$ cat src/rtl/srr_pkg.sv
`timescale 1ns/1ps
package srr_pkg;

  typedef enum logic [1:0] {
    PH_IDLE,
    PH_LOW,
    PH_HIGH,
    PH_GAP
  } phase_e;

  // Effective phase length: a zero setting behaves as one cycle.
  function automatic int unsigned phase_len(input int unsigned cfg);
    return (cfg == 0) ? 1 : cfg;
  endfunction

  // True when a completed-bit count sits on a burst boundary.
  function automatic logic burst_edge(input int unsigned done_bits,
                                      input int unsigned burst);
    return (done_bits % burst) == 0;
  endfunction

endpackage

$ cat src/rtl/srr_ready_watch.sv
`timescale 1ns/1ps
module srr_ready_watch (
  input  logic clk,
  input  logic rst_n,
  input  logic sel,
  input  logic busy,
  input  logic line,
  output logic start
);

  logic line_q;
  logic line_qq;
  logic fall_seen;

  // While deselected the history is forced high, as the line floats up.
  always_ff @(posedge clk) begin
    if (!rst_n || !sel) begin
      line_q  <= 1'b1;
      line_qq <= 1'b1;
    end else begin
      line_q  <= line;
      line_qq <= line_q;
    end
  end

  assign fall_seen = line_qq & ~line_q;
  assign start     = sel & ~busy & fall_seen;

endmodule

$ cat src/rtl/srr_clock_gen.sv
`timescale 1ns/1ps
module srr_clock_gen
  import srr_pkg::*;
#(
  parameter int WORD_BITS  = 24,
  parameter int BURST_BITS = 8,
  parameter int DIV_W      = 8,
  parameter int GAP_W      = 8
) (
  input  logic             clk,
  input  logic             rst_n,
  input  logic             sel,
  input  logic             start,
  input  logic [DIV_W-1:0] div_cfg,
  input  logic [GAP_W-1:0] gap_cfg,
  output logic             sclk,
  output logic             sample_stb,
  output logic             done_stb,
  output logic             busy
);

  localparam int CNT_W = (DIV_W > GAP_W) ? DIV_W : GAP_W;
  localparam int BIT_W = $clog2(WORD_BITS + 1);
  localparam logic [BIT_W-1:0] LAST_BIT = BIT_W'(WORD_BITS);

  phase_e           state;
  logic [CNT_W-1:0] cnt;
  logic [BIT_W-1:0] bits;
  logic             sclk_q;

  logic [CNT_W-1:0] half;
  logic [CNT_W-1:0] gap;
  logic             last_tick;
  logic             at_boundary;
  logic             word_full;

  assign half        = CNT_W'(phase_len(32'(div_cfg)));
  assign gap         = CNT_W'(gap_cfg);
  assign last_tick   = (cnt == '0);
  assign word_full   = (bits == LAST_BIT);
  assign at_boundary = burst_edge(32'(bits), BURST_BITS) && (gap != '0);

  assign sample_stb = sel && (state == PH_LOW)  && last_tick;
  assign done_stb   = sel && (state == PH_HIGH) && last_tick && word_full;
  assign busy       = (state != PH_IDLE);
  assign sclk       = sclk_q;

  always_ff @(posedge clk) begin
    if (!rst_n || !sel) begin
      state  <= PH_IDLE;
      sclk_q <= 1'b1;
      cnt    <= '0;
      bits   <= '0;
    end else begin
      unique case (state)
        PH_IDLE: begin
          if (start) begin
            state  <= PH_LOW;
            sclk_q <= 1'b0;
            cnt    <= half - 1'b1;
            bits   <= '0;
          end
        end
        PH_LOW: begin
          if (last_tick) begin
            state  <= PH_HIGH;
            sclk_q <= 1'b1;
            cnt    <= half - 1'b1;
            bits   <= bits + 1'b1;
          end else begin
            cnt <= cnt - 1'b1;
          end
        end
        PH_HIGH: begin
          if (last_tick) begin
            if (word_full) begin
              state <= PH_IDLE;
            end else if (at_boundary) begin
              state <= PH_GAP;
              cnt   <= gap - 1'b1;
            end else begin
              state  <= PH_LOW;
              sclk_q <= 1'b0;
              cnt    <= half - 1'b1;
            end
          end else begin
            cnt <= cnt - 1'b1;
          end
        end
        PH_GAP: begin
          if (last_tick) begin
            state  <= PH_LOW;
            sclk_q <= 1'b0;
            cnt    <= half - 1'b1;
          end else begin
            cnt <= cnt - 1'b1;
          end
        end
        default: state <= PH_IDLE;
      endcase
    end
  end


  bits_cap_chk: assert property (@(posedge clk) disable iff (!rst_n)
    bits <= LAST_BIT);


  deselect_chk: assert property (@(posedge clk) disable iff (!rst_n)
    !sel |=> (sclk_q && !busy));


  low_hold_chk: assert property (@(posedge clk) disable iff (!rst_n)
    (sel && $fell(sclk_q) && half > 1) |=> !sclk_q);


  rest_high_chk: assert property (@(posedge clk) disable iff (!rst_n)
    (!busy && !start) |=> sclk_q);

endmodule

$ cat src/rtl/srr_word_unit.sv
`timescale 1ns/1ps
module srr_word_unit #(
  parameter int WORD_BITS = 24
) (
  input  logic                 clk,
  input  logic                 rst_n,
  input  logic                 sample_stb,
  input  logic                 din,
  input  logic                 done_stb,
  input  logic                 start,
  input  logic                 ack,
  output logic [WORD_BITS-1:0] word,
  output logic                 valid,
  output logic                 overrun
);

  logic [WORD_BITS-1:0] shreg;
  logic                 pending;

  always_ff @(posedge clk) begin
    if (!rst_n) begin
      shreg <= '0;
    end else if (sample_stb) begin
      shreg <= {shreg[WORD_BITS-2:0], din};
    end
  end

  always_ff @(posedge clk) begin
    if (!rst_n) begin
      word    <= '0;
      valid   <= 1'b0;
      pending <= 1'b0;
      overrun <= 1'b0;
    end else begin
      valid <= done_stb;
      if (done_stb) word <= shreg;
      if (done_stb)      pending <= 1'b1;
      else if (ack)      pending <= 1'b0;
      if (ack)                    overrun <= 1'b0;
      else if (start && pending)  overrun <= 1'b1;
    end
  end


  valid_pulse_chk: assert property (@(posedge clk) disable iff (!rst_n)
    valid |=> !valid);


  word_hold_chk: assert property (@(posedge clk) disable iff (!rst_n)
    !valid |-> $stable(word));


  overrun_cause_chk: assert property (@(posedge clk) disable iff (!rst_n)
    $rose(overrun) |-> $past(pending));

endmodule

$ cat src/rtl/slave_result_reader.sv
`timescale 1ns/1ps
module slave_result_reader #(
  parameter int WORD_BITS  = 24,
  parameter int BURST_BITS = 8,
  parameter int DIV_W      = 8,
  parameter int GAP_W      = 8
) (
  input  logic                 clk,
  input  logic                 rst_n,
  input  logic                 enable,
  input  logic [DIV_W-1:0]     div_cfg,
  input  logic [GAP_W-1:0]     gap_cfg,
  input  logic                 dr_line,
  input  logic                 word_ack,
  output logic                 cs_n,
  output logic                 sclk,
  output logic [WORD_BITS-1:0] word,
  output logic                 word_valid,
  output logic                 overrun
);

  logic cs_n_q;
  logic sel;
  logic start;
  logic busy;
  logic sample_stb;
  logic done_stb;

  always_ff @(posedge clk) begin
    if (!rst_n) cs_n_q <= 1'b1;
    else        cs_n_q <= ~enable;
  end

  assign sel  = ~cs_n_q;
  assign cs_n = cs_n_q;

  srr_ready_watch u_watch (
    .clk   (clk),
    .rst_n (rst_n),
    .sel   (sel),
    .busy  (busy),
    .line  (dr_line),
    .start (start)
  );

  srr_clock_gen #(
    .WORD_BITS  (WORD_BITS),
    .BURST_BITS (BURST_BITS),
    .DIV_W      (DIV_W),
    .GAP_W      (GAP_W)
  ) u_clkgen (
    .clk        (clk),
    .rst_n      (rst_n),
    .sel        (sel),
    .start      (start),
    .div_cfg    (div_cfg),
    .gap_cfg    (gap_cfg),
    .sclk       (sclk),
    .sample_stb (sample_stb),
    .done_stb   (done_stb),
    .busy       (busy)
  );

  srr_word_unit #(
    .WORD_BITS (WORD_BITS)
  ) u_word (
    .clk        (clk),
    .rst_n      (rst_n),
    .sample_stb (sample_stb),
    .din        (dr_line),
    .done_stb   (done_stb),
    .start      (start),
    .ack        (word_ack),
    .word       (word),
    .valid      (word_valid),
    .overrun    (overrun)
  );


  launch_chk: assert property (@(posedge clk) disable iff (!rst_n)
    start |=> !sclk);


  select_chk: assert property (@(posedge clk) disable iff (!rst_n)
    !enable |=> cs_n);


  no_word_idle_chk: assert property (@(posedge clk) disable iff (!rst_n)
    cs_n |-> !done_stb);

endmodule

$ cat config.mk
export PLATFORM = sky130hd
export DESIGN_NAME = slave_result_reader
export DESIGN_NICKNAME = d
export VERILOG_FILES = /design/src/rtl/srr_pkg.sv /design/src/rtl/srr_ready_watch.sv /design/src/rtl/srr_clock_gen.sv /design/src/rtl/srr_word_unit.sv /design/src/rtl/slave_result_reader.sv
export SDC_FILE = /design/constraint.sdc
export NUM_CORES = 1
export LEC_CHECK = 0
export ABC_AREA = 1
export BUFFER_PORTS_ARGS = -buffer_cell sky130_fd_sc_hd__buf_2
export CORE_ASPECT_RATIO = 0.75
export CORE_MARGIN = 1
export CORE_UTILIZATION = 45
export CTS_CLUSTER_SIZE = 28
export DETAILED_ROUTE_END_ITERATION = 16
export PLACE_DENSITY = 0.68
export SLEW_MARGIN = 20
export SYNTH_ARGS = -nofsm -noshare
export SYNTH_HDL_FRONTEND = slang
export SYNTH_SLANG_ARGS = --single-unit
$ cat constraint.sdc
create_clock -name clk -period 1.65 [get_ports clk]
set_input_delay 0.2475 -clock clk [delete_from_list [all_inputs] [get_ports clk]]
set_output_delay 0.2475 -clock clk [all_outputs]
set_load 0.01 [all_outputs]
### Word level (Yosys, flattened, before mapping)

Index checks and enable logic that the tools add are counted.

| operators by class | value |
|---|---|
| $add $sub $neg | 4 |
| multipliers | 0 |
| divide/modulo/power cells | 0 |
| order comparisons | 0 |
| eq/ne operators | 11 |
| shift-type cells | 0 |
| muxes and demuxes | 26 |
| bitwise gates (word level) | 8 |
| reductions and logical operators | 23 |

Operators with widths:

| operator | count |
|---|---|
| 8-bit two-way mux | 6 |
| 32-bit zero test | 1 |
| 8-bit one-hot mux with 3 select lines | 1 |
| 8-bit by 1-bit subtractor with 8-bit output, second input constant | 3 |
| 8-bit zero test | 2 |
| 2-bit two-way mux | 6 |
| 5-bit two-way mux | 2 |
| 5-bit one-hot mux with 2 select lines | 1 |
| 1-bit two-way mux | 8 |
| 2-bit by 1-bit != test with 1-bit output, second input constant | 4 |
| 2-bit one-hot mux with 4 select lines | 1 |
| 8-bit nonzero test | 1 |
| 1-bit logical AND | 7 |
| 6-bit AND reduction | 1 |
| 2-bit nonzero test | 3 |
| 5-bit by 1-bit adder with 5-bit output, second input constant | 1 |
| 5-bit == test, second input constant | 1 |
| 1-bit inverter | 5 |
| 2-bit == test, second input constant | 2 |
| 2-bit != test, second input constant | 2 |
| 1-bit one-hot mux with 4 select lines | 1 |
| 4-bit AND reduction | 1 |
| 2-bit OR reduction | 2 |
| 1-bit bitwise AND | 3 |
| 7 further kinds | 7 |

| word-level totals | value |
|---|---|
| bits in registers | 70 |
| latch bits | 0 |
| bits in writable memories | 0 |
| ROM bits | 0 |
| input bits | 21 |
| output and inout port bits | 28 |
| word-level logic and storage cells | 84 |
| memories kept | 0 |

### Depth between registers and ports, before layout

| depth | value |
|---|---|
| word-level depth | 7 |
| mapped depth | 15 |
| mapped depth without buffers | 15 |

### By module

From an unflattened synthesis, not the netlist that was laid out.

| second synthesis, totals | value |
|---|---|
| cells, all modules | 593 |
| area total of the unflattened synthesis | 3796.1 um^2 |

By module, submodules not included:

| module | instances | cells each | area an instance (um^2) | seq. area each (um^2) |
|---|---|---|---|---|
| srr_word_unit | 1 | 293 | 1964.4 | 1021.0 |
| srr_clock_gen | 1 | 285 | 1724.2 | 320.3 |
| srr_ready_watch | 1 | 12 | 80.1 | 40.0 |
| slave_result_reader | 1 | 3 | 27.5 | 20.0 |

### Worst setup path before layout

OpenSTA, ideal clock, no wires.

| path | value |
|---|---|
| path kind | register -> register |
| from | register u_clkgen.state[1] |
| to | register u_clkgen.bits[4] |
| library setup time | 126 ps |
| arrival | 1474 ps |
| data required time | 1524 ps |
| path slack | 50 ps |
| cell stages (with the launch flop) | 10 |
| path buffers | 0 |
| clock period less this slack | 1600 ps |
| cells stage by stage | dfxtp_1 inv_1 ha_1 inv_1 o21ai_0 o21ai_1 nor3_2 nand2_1 xor2_1 nor2_1 |

| on the way | value |
|---|---|
| longest elaborated chain between the ends | 6 |
| elaborated cells on any way between the ends | 11 |
| classes of those cells | eq/ne (3); mux (1); bitwise (3); reduce/logical (4) |

Ends and longest elaborated chain:

| item | line | source |
|---|---|---|
| from (decl) | srr_clock_gen.sv:26 | `phase_e state;` |
| from (signal assigned) | srr_clock_gen.sv:50 | `state <= PH_IDLE;` |
| from (signal assigned) | srr_clock_gen.sv:58 | `state <= PH_LOW;` |
| from (signal assigned) | srr_clock_gen.sv:66 | `state <= PH_HIGH;` |
| 2-bit nonzero test | srr_clock_gen.sv:45 | `assign busy = (state != PH_IDLE);` |
| 1-bit inverter | srr_ready_watch.sv:27 | `assign start = sel & ~busy & fall_seen;` |
| 1-bit bitwise AND (2 in series) | srr_ready_watch.sv:27 |  |
| 2-bit by 1-bit != test with 1-bit output (no line) | - |  |
| 3-bit AND reduction (no line) | - |  |
| to (signal assigned) | srr_clock_gen.sv:69 | `bits <= bits + 1'b1;` |
| to (decl) | srr_clock_gen.sv:28 | `logic [BIT_W-1:0] bits;` |

Parallel ways exist; a longest one is shown, timed or not.
A chain may end at the register's enable or synchronous reset.

### Worst setup path in the final report

| path | value |
|---|---|
| from | register u_clkgen.cnt[1] |
| to | register u_word.shreg[5] |

| on the way | value |
|---|---|
| longest elaborated chain between the ends | 2 |

Ends and longest elaborated chain:

| item | line | source |
|---|---|---|
| from (decl) | srr_clock_gen.sv:27 | `logic [CNT_W-1:0] cnt;` |
| from (signal assigned) | srr_clock_gen.sv:60 | `cnt <= half - 1'b1;` |
| from (signal assigned) | srr_clock_gen.sv:68 | `cnt <= half - 1'b1;` |
| from (signal assigned) | srr_clock_gen.sv:71 | `cnt <= cnt - 1'b1;` |
| 8-bit zero test | srr_clock_gen.sv:39 | `assign last_tick = (cnt == '0);` |
| 1-bit logical AND | srr_clock_gen.sv:43 | `assign sample_stb = sel && (state == PH_LOW) && last_tick;` |
| to (signal assigned) | srr_word_unit.sv:24 | `shreg <= {shreg[WORD_BITS-2:0], din};` |
| to (decl) | srr_word_unit.sv:17 | `logic [WORD_BITS-1:0] shreg;` |

No other way between the ends.

==> impl_metrics.env <==
export IMPL_outcome="complete, but fails checks"
export IMPL_violations="negative setup slack"
export IMPL_antenna_found_initial=0
export IMPL_fin_nets=636
export IMPL_fmax_ghz=0.592
export IMPL_drive_gt1_frac=0.308
export IMPL_clock_latency_ps=340
export IMPL_post_dp_hpwl_um=5850
export IMPL_reg2reg_from="u_clkgen.cnt[1]"
export IMPL_fin_util=0.631
export IMPL_hold_path_startpoint="enable"
export IMPL_period_share=1.02
export IMPL_routed_wirelength_um=8970
export IMPL_rsz0062_at_grt="true"
export IMPL_post_route_drc_count=0
export IMPL_grt_pass1_wl_um=14000
export IMPL_ys_ff_latch=70
export IMPL_hold_depth=2
export IMPL_dieArea_um2=8150
export IMPL_ys_seq_area_frac=0.400
export IMPL_cts_sinks=70
export IMPL_ctsHoldBuffers=0
export IMPL_cp_data_arrival_time_ps=1960
export IMPL_overflow=0
export IMPL_layout_common_cells="nand2_1 (78), nor2_1 (65), dfxtp_1 (64)"
export IMPL_ant_nets=0
export IMPL_p_leak_uw=0.00224
export IMPL_netlist_instances=506
export IMPL_fp_dieH_um=78.4
export IMPL_grt_pass1_vias=3180
export IMPL_slowest_delay_ps=340
export IMPL_first_pass_iters=5
export IMPL_slew_violations=0
export IMPL_num_vias=3567
export IMPL_io_buffers=48
export IMPL_worstSetupStartpointType="flop"
export IMPL_core_um2=7430
export IMPL_clk_pin_slew_ps=80
export IMPL_syn_area_per_cell_um2=6.92
export IMPL_period_minus_slack_ps=1690
export IMPL_dp_cells=676
export IMPL_io_pins=49
export IMPL_insertedDiodeCount=0
export IMPL_crit_chain="inv_2 > ha_4 > nand2_4 > nor2_8 > clkinv_4 > nor3_4 > buf_4 > buf_8 > o21ai_2 > nor2_1"
export IMPL_grt_use_total=0.212
export IMPL_reg2reg_slack_ps=-40
export IMPL_synth_nets=539
export IMPL_yosysWarnings=0
export IMPL_clock_path_buffers=2
export IMPL_crit_path_end_kind="flop"
export IMPL_hold_violations=0
export IMPL_setup_viol=11
export IMPL_stdcell_count=709
export IMPL_reg2regPathDepth=10
export IMPL_netlist_area_um2=3500
export IMPL_hold_class="in -> reg"
export IMPL_critPathKind="reg -> reg"
export IMPL_p_per_area_nw_per_um2=711
export IMPL_start_util=0.471
export IMPL_cap_violations=0
export IMPL_layout_setup_ws_ps=-39.0
export IMPL_core_rowCount=27
export IMPL_fin_skew_ps=7.72
export IMPL_wl_per_cell_um=12.7
export IMPL_drt_iter0_markers=246
export IMPL_peakVddDrop_uv=498
export IMPL_area_delta_synth_final_pct=34.0
export IMPL_tightestPinTransition_ps=424
export IMPL_root_buffer="clkbuf_8"
export IMPL_worstPathMaxFanout=7
export IMPL_vias_per_cell=5.03
export IMPL_htree_levels=3
export IMPL_fp_dieW_um=104
export IMPL_cpMaxStageDelayCell="dfxtp_2"
export IMPL_critical_path_required_ps=1920
export IMPL_synth_cell_types=32
export IMPL_routabilityCongestion=0.891
export IMPL_worstReg2RegEnd="u_word.shreg[5]"
export IMPL_cts_tree="yes"
export IMPL_final_common_cell="nand2_1"
export IMPL_cts_made_buffers=9
export IMPL_hold_end="cs_n"
export IMPL_maxSlewHeadroom=0.717
export IMPL_grt_max_degree=50
==> synth_stat cells <==
master,instances,share of area
xnor2_1,2,0.0050
o22ai_1,1,0.0018
nand3_2,1,0.0029
nand3b_1,1,0.0021
nand3_1,21,0.030
inv_1,69,0.074
nor3b_1,2,0.0043
clkbuf_1,9,0.0096
buf_4,5,0.011
nand2_4,1,0.0032
nand2_2,2,0.0036
buf_6,2,0.0064
nor3_4,1,0.0046
dfxtp_1,70,0.40
nor2_8,1,0.0057
nor2_4,1,0.0032
nor2_2,3,0.0054
o21ai_0,58,0.083
nor3_1,6,0.0086
xor2_1,5,0.012
nor2_1,70,0.075
ha_1,12,0.043
nor3_2,1,0.0029
buf_2,2,0.0029
a21oi_1,45,0.064
nand4_1,3,0.0054
inv_2,3,0.0032
a211oi_1,1,0.0021
or2_2,2,0.0036
o21ai_1,22,0.031
buf_1,1,0.0011
nand2_1,83,0.089
==> stage by stage <==
step / cell area, µm² / setup TNS (ps) / hold slack (ps) / power [µW] / setup slack (ps)
detailed placement: 4080 / -740 / 421 / 1940 / -222
floorplan: 3500 / 0 / 317 / 1850 / 49.9
CTS: 4330 / -204 / 76.1 / 3330 / -24.7
global route: 4690 / -2740 / 68.5 / 3480 / -150
finish: 4690 / -174 / 89.9 / 3340 / -39.0
global placement: 4080 / -234 / 429 / 1940 / -115
==> repair_timing <==
action,4_1_cts,5_1_grt
pin swaps,4,21
endpoints found under the hold margin,0,0
setup endpoints to repair,46,62
cloned,0,4
resized for setup,17,102
buffers inserted,1,12
==> worst max-delay path: cells and delay by family, from the launching register on <==
kind / cells / cell delay [ps]
AND/OR/NAND/NOR: 4 / 650
buffers and inverters: 4 / 450
flip-flops: 1 / 340
adder cells (fa/ha/maj): 1 / 140
AO/OA/AOI/OAI: 1 / 60
==> worst max-delay path by stage <==
stage                           start                to  slack, ps  cells past startpoint
finish                u_clkgen.cnt[1]   u_word.shreg[5]        -40                     10
global route          u_clkgen.cnt[1]   u_word.shreg[5]       -150                     10
CTS                   u_clkgen.cnt[1]   u_word.shreg[1]        -20                      9
detailed placement         div_cfg[4]   u_clkgen.cnt[2]       -220                     16
global placement           div_cfg[4]   u_clkgen.cnt[2]       -120                     16
floorplan           u_clkgen.state[1]  u_clkgen.bits[4]         50                      9
==> power by group <==
| part | internal, µW | total (µW) | switching, µW | leakage [µW] |
|---|---|---|---|---|
| Clock | 747 | 1410 | 666 | 0.0000993 |
| Combinational | 97.6 | 235 | 137 | 0.00157 |
| Sequential | 1690 | 1690 | 2.75 | 0.000568 |
==> logic make-up after synthesis <==
group / after synthesis / share of synthesized area
and+or+nand+nor: 199 / 0.249
AOI/OAI and AO/OA: 127 / 0.183
buffers and inverters: 91 / 0.108
adders and majority gates: 12 / 0.0429
xor gates and xnor gates: 7 / 0.0175
DFF: 70 / 0.400
==> per-layer routing <==
metal	vias to the layer above	GRT usage	part of all wire
li1	1814	-	-
met1	1649	0.291	0.48
met2	99	0.328	0.46
met3	5	0.0507	0.049
met4	0	0.0671	0.0060
met5	-	0	0
==> state kept, by name, indices dropped and copies added (netlist names) <==
signal / count
u_clkgen.sclk: 1
u_clkgen.cnt: 8
cs_n: 1
u_clkgen.bits: 5
u_word.overrun: 1
u_word.word: 24
u_watch.line_qq: 1
u_word.pending: 1
u_clkgen.state: 2
u_word.shreg: 24
u_word.valid: 1
u_watch.line_q: 1
==> area by class of cell <==
type	instances	area, µm²
Multi-Input combinational cell	345	1950
Sequential cell	70	1410
Clock buffer	10	138
Inverter	72	294
Tap cell	101	126
Timing Repair Buffer	102	684
Timing Repair inverter	3	20.0
Clock inverter	6	67.6
Fill cell	678	2740
Note: power is estimated with default switching activity, not from simulation.
